## src/rtl/bcs_pkg.sv

```systemverilog
package bcs_pkg;

    // Cycle type codes seen on cyc_type
    localparam logic [2:0] CT_FETCH = 3'd0;
    localparam logic [2:0] CT_MEMRD = 3'd1;
    localparam logic [2:0] CT_MEMWR = 3'd2;
    localparam logic [2:0] CT_IORD  = 3'd3;
    localparam logic [2:0] CT_IOWR  = 3'd4;
    localparam logic [2:0] CT_IDLE  = 3'd5;

    typedef enum logic [2:0] {
        ST_IDLE,
        ST_T1,
        ST_T2,
        ST_T3,
        ST_T4,
        ST_DONE
    } tstate_e;

    typedef struct packed {
        logic io_m;
        logic s1;
        logic s0;
    } status_t;

    function automatic logic is_read(input logic [2:0] t);
        return (t == CT_FETCH) || (t == CT_MEMRD) || (t == CT_IORD);
    endfunction

    function automatic logic is_write(input logic [2:0] t);
        return (t == CT_MEMWR) || (t == CT_IOWR);
    endfunction

    function automatic logic is_bus(input logic [2:0] t);
        return is_read(t) || is_write(t);
    endfunction

    function automatic status_t status_of(input logic [2:0] t);
        status_t s;
        case (t)
            CT_FETCH: s = 3'b011;
            CT_MEMRD: s = 3'b010;
            CT_MEMWR: s = 3'b001;
            CT_IORD:  s = 3'b110;
            CT_IOWR:  s = 3'b101;
            default:  s = 3'b000;
        endcase
        return s;
    endfunction

endpackage

```

## src/rtl/bcs_tick.sv

```systemverilog
// Divides the input clock into T-states: tick marks the last input clock
// of a T-state, first_half the input clocks of its first half.
module bcs_tick #(
    parameter int DIV = 2
) (
    input  logic clk,
    input  logic rst_n,
    output logic tick,
    output logic first_half
);
    localparam int CW = (DIV > 2) ? $clog2(DIV) : 1;
    localparam logic [CW-1:0] LAST = CW'(DIV - 1);
    localparam logic [CW-1:0] HALF = CW'(DIV / 2);

    logic [CW-1:0] cnt_d, cnt_q;

    always_comb begin
        cnt_d = (cnt_q == LAST) ? '0 : cnt_q + 1'b1;
    end

    always_ff @(posedge clk or negedge rst_n) begin
        if (!rst_n) cnt_q <= '0;
        else        cnt_q <= cnt_d;
    end

    assign tick       = (cnt_q == LAST);
    assign first_half = (cnt_q < HALF);

endmodule

```

## src/rtl/bcs_pins.sv

```systemverilog
// Per-T-state placement of strobes, enables and the shared-bus byte.
module bcs_pins
    import bcs_pkg::*;
#(
    parameter int ADDR_W = 16,
    parameter int DATA_W = 8
) (
    input  tstate_e                     state,
    input  logic                        first_half,
    input  logic [2:0]                  ctype,
    input  logic [ADDR_W-1:0]           addr,
    input  logic [DATA_W-1:0]           wdata,
    output logic                        ale,
    output logic                        ad_oe,
    output logic [DATA_W-1:0]           ad_out,
    output logic                        hi_oe,
    output logic [ADDR_W-DATA_W-1:0]    addr_hi,
    output logic                        rd_n,
    output logic                        wr_n
);
    logic bus, rd, wr, in_t1, in_mid;

    always_comb begin
        bus    = is_bus(ctype);
        rd     = is_read(ctype);
        wr     = is_write(ctype);
        in_t1  = (state == ST_T1);
        in_mid = (state == ST_T2) || (state == ST_T3);

        ale     = bus && in_t1 && first_half;
        hi_oe   = bus && (in_t1 || in_mid);
        ad_oe   = bus && (in_t1 || (wr && in_mid));
        ad_out  = !ad_oe ? '0 : (in_t1 ? addr[DATA_W-1:0] : wdata);
        addr_hi = hi_oe ? addr[ADDR_W-1:DATA_W] : '0;
        rd_n    = !(rd && in_mid);
        wr_n    = !(wr && ((state == ST_T2) || ((state == ST_T3) && first_half)));
    end

endmodule

```

## src/rtl/bus_cycle_seq.sv

```systemverilog
module bus_cycle_seq
    import bcs_pkg::*;
#(
    parameter int ADDR_W = 16,
    parameter int DATA_W = 8,
    parameter int TDIV   = 2
) (
    input  logic                     clk,
    input  logic                     rst_n,
    input  logic                     req,
    input  logic [2:0]               cyc_type,
    input  logic [ADDR_W-1:0]        addr,
    input  logic [DATA_W-1:0]        wdata,
    input  logic [DATA_W-1:0]        ad_in,
    output logic                     busy,
    output logic                     done,
    output logic [DATA_W-1:0]        rdata,
    output logic [ADDR_W-DATA_W-1:0] addr_hi,
    output logic                     addr_hi_oe,
    output logic [DATA_W-1:0]        ad_out,
    output logic                     ad_oe,
    output logic                     ale,
    output logic                     io_m,
    output logic                     s1,
    output logic                     s0,
    output logic                     rd_n,
    output logic                     wr_n
);
    typedef struct packed {
        tstate_e            state;
        logic [2:0]         ctype;
        logic [ADDR_W-1:0]  addr;
        logic [DATA_W-1:0]  wdata;
        status_t            status;
        logic [DATA_W-1:0]  rdata;
    } regs_t;

    localparam regs_t RST = '{state: ST_IDLE, ctype: CT_IDLE, addr: '0,
                              wdata: '0, status: '0, rdata: '0};

    regs_t r_d, r_q;
    logic  tick, first_half;

    bcs_tick #(.DIV(TDIV)) u_tick (
        .clk        (clk),
        .rst_n      (rst_n),
        .tick       (tick),
        .first_half (first_half)
    );

    always_comb begin
        r_d = r_q;
        if (tick) begin
            case (r_q.state)
                ST_IDLE, ST_DONE: begin
                    if (req) begin
                        r_d.state = ST_T1;
                        r_d.ctype = cyc_type;
                        r_d.addr  = addr;
                        r_d.wdata = wdata;
                        if (is_bus(cyc_type)) r_d.status = status_of(cyc_type);
                    end else begin
                        r_d.state = ST_IDLE;
                    end
                end
                ST_T1: r_d.state = ST_T2;
                ST_T2: r_d.state = ST_T3;
                ST_T3: begin
                    if (is_read(r_q.ctype)) r_d.rdata = ad_in;
                    r_d.state = (r_q.ctype == CT_FETCH) ? ST_T4 : ST_DONE;
                end
                ST_T4:   r_d.state = ST_DONE;
                default: r_d.state = ST_IDLE;
            endcase
        end
    end

    always_ff @(posedge clk or negedge rst_n) begin
        if (!rst_n) r_q <= RST;
        else        r_q <= r_d;
    end

    bcs_pins #(.ADDR_W(ADDR_W), .DATA_W(DATA_W)) u_pins (
        .state      (r_q.state),
        .first_half (first_half),
        .ctype      (r_q.ctype),
        .addr       (r_q.addr),
        .wdata      (r_q.wdata),
        .ale        (ale),
        .ad_oe      (ad_oe),
        .ad_out     (ad_out),
        .hi_oe      (addr_hi_oe),
        .addr_hi    (addr_hi),
        .rd_n       (rd_n),
        .wr_n       (wr_n)
    );

    assign busy  = (r_q.state == ST_T1) || (r_q.state == ST_T2) ||
                   (r_q.state == ST_T3) || (r_q.state == ST_T4);
    assign done  = (r_q.state == ST_DONE);
    assign rdata = r_q.rdata;
    assign io_m  = r_q.status.io_m;
    assign s1    = r_q.status.s1;
    assign s0    = r_q.status.s0;

    // A cycle starts only at a T-state boundary on a request
    assert_start_on_tick_R1: assert property (@(posedge clk) disable iff (!rst_n)
        $rose(busy) |-> ($past(tick) && $past(req)));

    // The latch strobe only rises while both address bytes are driven
    assert_ale_with_addr_R3: assert property (@(posedge clk) disable iff (!rst_n)
        ale |-> (ad_oe && addr_hi_oe));

    // The latch strobe drops while the cycle is still running
    assert_ale_fall_in_cycle_R3: assert property (@(posedge clk) disable iff (!rst_n)
        $fell(ale) |-> busy);

    // Status is frozen for the whole of a running cycle
    assert_status_hold_R5: assert property (@(posedge clk) disable iff (!rst_n)
        (busy && $past(busy)) |-> $stable({io_m, s1, s0}));

    // Read and write strobes are exclusive
    assert_strobe_excl_R6: assert property (@(posedge clk) disable iff (!rst_n)
        !(!rd_n && !wr_n));

    // Write strobe only with write data on the shared lines
    assert_wr_data_driven_R7: assert property (@(posedge clk) disable iff (!rst_n)
        !wr_n |-> ad_oe);

    // Shared lines released while reading
    assert_rd_released_R8: assert property (@(posedge clk) disable iff (!rst_n)
        !rd_n |-> !ad_oe);

    // Completion flag only outside a running cycle
    assert_done_not_busy_R9: assert property (@(posedge clk) disable iff (!rst_n)
        done |-> !busy);

    // Completion always directly follows a running cycle
    assert_done_after_busy_R9: assert property (@(posedge clk) disable iff (!rst_n)
        $rose(done) |-> $past(busy));

endmodule

```

## config.mk

```make
export PLATFORM = sky130hd
export DESIGN_NAME = bus_cycle_seq
export DESIGN_NICKNAME = d
export VERILOG_FILES = /design/src/rtl/bcs_pkg.sv /design/src/rtl/bcs_tick.sv /design/src/rtl/bcs_pins.sv /design/src/rtl/bus_cycle_seq.sv
export SDC_FILE = /design/constraint.sdc
export NUM_CORES = 1
export LEC_CHECK = 0
export ABC_AREA = 0
export BUFFER_PORTS_ARGS = -buffer_cell sky130_fd_sc_hd__buf_2
export CORE_ASPECT_RATIO = 1.1
export CORE_MARGIN = 8
export CORE_UTILIZATION = 30
export CTS_BUF_LIST = sky130_fd_sc_hd__clkbuf_4 sky130_fd_sc_hd__clkbuf_8 sky130_fd_sc_hd__clkbuf_16
export DETAILED_ROUTE_END_ITERATION = 10
export GPL_TIMING_DRIVEN = 0
export HOLD_SLACK_MARGIN = 0.12
export SKIP_CTS_REPAIR_TIMING = 1
export SYNTH_ARGS = -nofsm -noshare
export SYNTH_HDL_FRONTEND = slang
export SYNTH_SLANG_ARGS = --single-unit
```

## constraint.sdc

```tcl
create_clock -name clk -period 2.05 [get_ports clk]
set_clock_uncertainty 0.05 [all_clocks]
set_input_delay 0.41 -clock clk [delete_from_list [all_inputs] [get_ports clk]]
set_output_delay 0.41 -clock clk [all_outputs]
set_load 0.005 [all_outputs]
```

==> results of run 1 <==
-- worst max-delay path, delay by kind of cell, from the launching register on --
family / cells / cell delay (ns)
compound gates: 1 / 0.29
buf+inv: 3 / 0.48
simple gates: 2 / 0.29
flops: 1 / 0.43
-- power groups by stage --
stage | clock, µW | combinational [µW] | sequential (µW)
after detailed placement | 0 | 2170 | 1510
after CTS | 599 | 2180 | 1500
final | 572 | 2580 | 1530
after global routing | 636 | 2810 | 1590
after floorplan | 0 | 1530 | 1450
after global placement | 0 | 2140 | 1500
-- cells in the final DEF, fill, tap and decap left out, types with 2 or more instances in the layout --
cell / synthesis / final
buf_2: 3 / 71
dfrtp_1: 40 / 39
mux2_2: 29 / 29
buf_4: 10 / 20
and2_1: 9 / 9
mux2i_1: 8 / 8
nor3_1: 9 / 8
mux2_4: 8 / 8
clkbuf_8: 0 / 6
buf_6: 2 / 5
nor2_1: 4 / 4
nand2_1: 4 / 4
inv_1: 3 / 3
buf_12: 0 / 3
nor3b_4: 0 / 2
nor3_4: 1 / 2
xnor2_1: 2 / 2
or3_1: 2 / 2
o21ai_0: 2 / 2
nor4_1: 2 / 2
dfstp_2: 2 / 2
-- routing by layer --
layer / up-vias / part of all wire
met5: - / 0
met4: 0 / 0.0092
met3: 7 / 0.073
met2: 39 / 0.48
met1: 773 / 0.43
li1: 760 / -
-- final cells by class --
type / count / share of cell area
Buffer: 16 / 0.0467
Clock buffer: 7 / 0.0311
Clock inverter: 1 / 0.00173
Inverter: 3 / 0.00389
Multi-Input combinational cell: 104 / 0.346
Sequential cell: 42 / 0.364
Tap cell: 85 / 0.0367
Timing Repair Buffer: 84 / 0.169
-- flip-flops by register name (all words and copies together) (netlist names) --
signal       cells
io_m             1
r_q             30
rdata            8
s0               1
s1               1
u_tick.tick      1
-- worst min-delay path by stage --
stage                   from  endpoint  slack [ns]  cells after the start
finish                 rst_n        s1        0.23                      1
global route        ad_in[2]  rdata[2]        0.28                      2
CTS                    rst_n        s1        0.26                      1
detailed placement   r_q[31]   r_q[31]        0.44                      1
global placement     r_q[32]   r_q[32]        0.43                      1
floorplan              rst_n      io_m        0.06                      0
-- cell usage after synthesis, types with 2 or more instances --
cell	number	area share
xnor2_1	2	0.0082
nor3b_1	3	0.011
buf_4	10	0.035
o21ai_0	2	0.0047
and2_1	9	0.026
mux2_4	8	0.056
clkbuf_1	2	0.0035
dfrtp_1	40	0.47
dfstp_2	2	0.025
nor4_1	2	0.0059
nor2_1	4	0.0071
nand2_1	4	0.0071
or3_1	2	0.0059
buf_2	3	0.0071
mux2i_1	8	0.038
inv_1	3	0.0053
nor3_1	9	0.021
mux2_2	29	0.15
buf_6	2	0.011
-- through the flow --
step / setup WS, ns / instances / power (µW) / hold WS [ns] / TNS [ns]
floorplan: 0.149 / 166 / 2980 / 0.0644 / 0
global placement: -0.347 / 322 / 3630 / 0.431 / -5.19
CTS: -0.719 / 330 / 4270 / 0.261 / -11.87
global route: -0.267 / 342 / 5040 / 0.281 / -4.01
detailed placement: -0.383 / 322 / 3680 / 0.437 / -5.46
finish: -0.194 / 342 / 4680 / 0.228 / -2.45
-- cells by family (layout without fill, tap and decap cells) --
family / Yosys count / after routing / synth area share
flip-flops: 42 / 42 / 0.495
AND/OR/NAND/NOR: 43 / 43 / 0.126
XOR/XNOR: 4 / 4 / 0.0200
multiplexers: 45 / 45 / 0.248
AO/OA/AOI/OAI: 12 / 12 / 0.0488
buffers and inverters: 20 / 111 / 0.0618
==> impl_metrics.csv, run 1 <==
group,metric,value,unit
clock_tree,cts_made_buffers,5,
global_route,met1_usage,0.123,
global_route,use_met2,0.163,
sta,finalSetupViolations,18,
drt,via_count,1579,
layout,n_antenna_cell,0,
layout,syn_to_final_growth,36.1,%
die,die_y,104,µm
drt,ant_nets,0,
run_status,violations,"setup timing",
setup_path,r2r_slack,0.21,ns
setup_path,r2r_end,"r_q[23]",
layout,regArea,1050,µm²
sta,drv_slew,0,
sta,fin_ws,-0.194,ns
sta,min_period,2.24,ns
power_and_ir_drop,peakVddDrop,623,µV
synth,ys_seq_area_frac,0.495,
synth,synthArstFlopShare,1.00,
power_and_ir_drop,switchingPower,1590,µW
drt,wl_per_cell,15.3,µm
drt,viasPerCell,4.62,
setup_path,crit_type,"reg -> out",
setup_path,endpoint_kind,"output pin",
global_route,grt_pass1_wl,8.15,mm
sta,tightest_slew,0.989,ns
run_status,status,"finished, violations left",
worst_hold_path,hp-class,"in -> async",
global_route,grt_usage,0.102,
sta,max_freq,446,MHz
layout,multiInputGateArea,1000,µm²
clock_tree,cts.clk_slew.worst_paths,0.08,ns
die,fp.coreArea,6930,µm²
place,gp_routability_congestion,0.791,
setup_path,crit_start,"r_q[38]",
place,dp_hpwl,3.62,mm
synth,yosysWarnings,0,
flow_run,drv_cap,0,
power_and_ir_drop,leakage,0.00137,µW
die,dieArea,10000,µm²
synth,yosysUniqueCellTypes,41,
clock_tree,cts_sinks,42,
setup_path,reg2reg_from,"r_q[40]",
setup_path,cp-start-kind,"flip-flop",
power_and_ir_drop,pwr-share-seq,0.326,
sta,final-hold-violation-count,0,
global_route,use_met3,0.0383,
place,place_area,2590,µm²
clock_tree,cts_root_buf,"clkbuf_8",
setup_path,arrival,1.78,ns
layout,final_core_util,0.418,
global_route,grt_start_max_net_pins,43,
setup_path,cp_slowest_stage_delay,0.43,ns
power_and_ir_drop,comb_power_share,0.552,
die,die_width,96.3,µm
drt,drc_errors,0,
die,io_pins,72,
die,fp-row-count,32,
drt,firstDrtPassIters,3,
power_and_ir_drop,power_frac_clock,0.122,
setup_path,reg2reg_depth,6,
setup_path,cp_cell_sequence,"buf_6 > or2_4 > a311oi_4 > buf_12 > nor3_1 > buf_2",
place,port_buffers,71,
setup_path,slowest_stage,"dfrtp_1",
synth,synth.net_count,204,
synth,avgSynthCellArea,12.8,µm²
layout,fillers,673,
sta,rsz0062_at_grt,"true",
clock_tree,clk_latency,0.29,ns
setup_path,cp.required,1.59,ns
drt,drtIter0Drc,50,
global_route,top_usage_layer,"met2",
layout,design_area,2890,µm²
sta,slew_headroom,0.341,
global_route,overflow,0,
power_and_ir_drop,powerDensity,1620,nW/µm²
layout,nets,294,
clock_tree,h-tree-depth,2,
layout,drive_gt1_frac,0.619,
synth,synthCells,166,
synth,syn_area,2130,µm²
power_and_ir_drop,swShare,0.339,
global_route,antenna_found_initial,0,
setup_path,crit_path_max_fanout,9,
synth,synth_ff_type,"dfrtp_1",
global_route,grt_pass1_vias,1634,
die,start_util,0.307,
synth,synth_edf_count,0,
power_and_ir_drop,intPower,3100,µW
clock_tree,cts_tree,"yes",
drt,wirelength,5.22,mm
sta,final.period_utilization,1.09,
setup_path,setup.worst_path.end,"ad_out[7]",
clock_tree,clockBufferDepth,2,
synth,ys_ff_latch,42,
Power figures use the tool's default switching activity.
==> inputs of run 2 (changes only) <==
--- a/config.mk
+++ b/config.mk
@@ -7,12 +7,12 @@
 export LEC_CHECK = 0
 export ABC_AREA = 0
 export BUFFER_PORTS_ARGS = -buffer_cell sky130_fd_sc_hd__buf_2
+export CAP_MARGIN = 15
 export CORE_ASPECT_RATIO = 1.1
 export CORE_MARGIN = 8
 export CORE_UTILIZATION = 30
 export CTS_BUF_LIST = sky130_fd_sc_hd__clkbuf_4 sky130_fd_sc_hd__clkbuf_8 sky130_fd_sc_hd__clkbuf_16
 export DETAILED_ROUTE_END_ITERATION = 10
-export GPL_TIMING_DRIVEN = 0
 export HOLD_SLACK_MARGIN = 0.12
 export SKIP_CTS_REPAIR_TIMING = 1
 export SYNTH_ARGS = -nofsm -noshare
==> run 2 against run 1 <==
Effect of this change: the flow still finishes with violations (setup timing); hold slack gained 0.066 ns; total power down 1.3%; via count shrank 0.82%; clock power fell by 2%.
==> impl_metrics.csv, run 2 (synthesis results as in run 1) <==
group,metric,value,unit
setup_path,slowest_stage,"dfstp_2",
power_and_ir_drop,leakage,0.00133,µW
layout,final_common_cell,"buf_2",
setup_path,cp_cell_sequence,"nor4bb_4 > a311oi_4 > buf_4 > nor3_1 > buf_2",
global_route,top_usage_layer,"met2",
power_and_ir_drop,comb_power_share,0.538,
drt,wl_per_cell,15.6,µm
clock_tree,clk_latency,0.29,ns
flow_run,drv_cap,0,
setup_path,crit_type,"reg -> out",
layout,drive_gt1_frac,0.649,
power_and_ir_drop,power_frac_clock,0.122,
power_and_ir_drop,powerDensity,1610,nW/µm²
sta,max_freq,459,MHz
run_status,violations,"setup timing",
layout,n_antenna_cell,0,
place,gp_routability_congestion,0.749,
sta,final-hold-violation-count,0,
clock_tree,h-tree-depth,2,
die,start_util,0.307,
clock_tree,cts.clk_slew.worst_paths,0.08,ns
drt,drtIter0Drc,50,
run_status,status,"finished, violations left",
setup_path,arrival,1.72,ns
global_route,grt_pass1_vias,1744,
global_route,use_met2,0.167,
clock_tree,cts_sinks,42,
global_route,overflow,0,
power_and_ir_drop,peakVddDrop,513,µV
global_route,antenna_found_initial,0,
drt,ant_nets,0,
power_and_ir_drop,pwr-share-seq,0.341,
setup_path,cp_slowest_stage_delay,0.66,ns
layout,largest_reg_flops,30,
place,dp_hpwl,3.91,mm
global_route,grt_pass1_wl,8.40,mm
die,fp-row-count,32,
sta,slew_headroom,0.679,
die,die_y,104,µm
clock_tree,cts_root_buf,"clkbuf_8",
layout,syn_to_final_growth,35.1,%
layout,regMostFlops,"r_q",
power_and_ir_drop,switchingPower,1590,µW
setup_path,critical_path.top_delay_family,"flip-flops",
global_route,grt_usage,0.105,
drt,wirelength,5.19,mm
setup_path,cp-start-kind,"flip-flop",
global_route,met1_usage,0.130,
clock_tree,clockBufferDepth,2,
global_route,grt_start_max_net_pins,25,
layout,final_core_util,0.415,
power_and_ir_drop,swShare,0.344,
sta,drv_slew,0,
die,die_width,96.3,µm
setup_path,crit_path_max_fanout,8,
setup_path,critical_path_buf_inv_count,2,
worst_hold_path,hp-class,"in -> reg",
sta,finalSetupViolations,17,
sta,tightest_slew,0.482,ns
setup_path,cp.required,1.59,ns
global_route,use_met3,0.0310,
drt,drc_errors,0,
clock_tree,cts_made_buffers,5,
sta,min_period,2.18,ns
layout,nets,285,
sta,fin_ws,-0.129,ns
layout,fillers,671,
place,port_buffers,71,
sta,final.period_utilization,1.06,
die,fp.coreArea,6930,µm²
layout,layout_common_cells,"buf_2, dfrtp_1, mux2_2, buf_4, buf_6",
drt,firstDrtPassIters,4,
setup_path,endpoint_kind,"output pin",
place,post-place-ws,0.150,ns
clock_tree,cts_tree,"yes",
sta,rsz0062_at_grt,"true",
die,dieArea,10000,µm²
drt,viasPerCell,4.70,
power_and_ir_drop,intPower,3030,µW
drt,via_count,1566,
die,io_pins,72,
-- run 2: path summary, 6_finish.rpt --
| path | from | end | slack (ns) | cells past startpoint |
|---|---|---|---|---|
| max | r_q[37] | ad_out[5] | -0.13 | 5 |
| min | ad_in[6] | rdata[6] | 0.29 | 2 |
| max reg2reg | r_q[35] | rdata[0] | 0.12 | 5 |
| min reg2reg | r_q[32] | r_q[32] | 0.45 | 1 |
| max in group asynchronous | rst_n | r_q[37] | 0.82 | 3 |
| min in group asynchronous | rst_n | s0 | 0.56 | 2 |
-- run 2: stage by stage --
step           instances  setup TNS (ns)  hold WS (ns)  total power (µW)  cell area (µm²)
6_report             333           -1.31         0.294              4620             2870
5_1_grt              333           -2.77         0.277              4990             2870
4_1_cts              326           -2.52        0.0229              4290             2690
3_5_place_dp         318               0         0.350              3700             2600
3_3_place_gp         318               0         0.346              3650             2600
2_1_floorplan        166               0        0.0644              2980             2130
-- run 2: routing by layer --
layer  vias up  routed length (µm)
li1        750                   -
met4         0                  36
met5         -                   0
met2        38                2560
met1       774                2240
met3         4                 353
-- run 2: area by class of cell --
type / count / area [µm²] / share of cell area
timing repair buffer: 91 / 579 / 0.202
clock inverter: 2 / 12.5 / 0.00435
sequential: 42 / 1060 / 0.368
inverter: 3 / 11.3 / 0.00392
clock buffer: 6 / 82.6 / 0.0287
multi-input combinational: 104 / 1020 / 0.357
tap: 85 / 106 / 0.0370
-- run 2: worst reg2reg max path, cell delays in order, from the launching register on --
cell and delay [ns]:
dfstp_2 0.60, buf_6 0.13, nor2b_1 0.05, or4_1 0.49
buf_4 0.20, mux2_4 0.31
-- run 2: power groups by stage --
stage          sequential, µW  combinational (µW)  clock (µW)
2_1_floorplan            1450                1530           0
3_3_place_gp             1550                2100           0
3_5_place_dp             1570                2130           0
4_1_cts                  1550                2140         601
5_1_grt                  1640                2720         631
6_report                 1570                2480         563
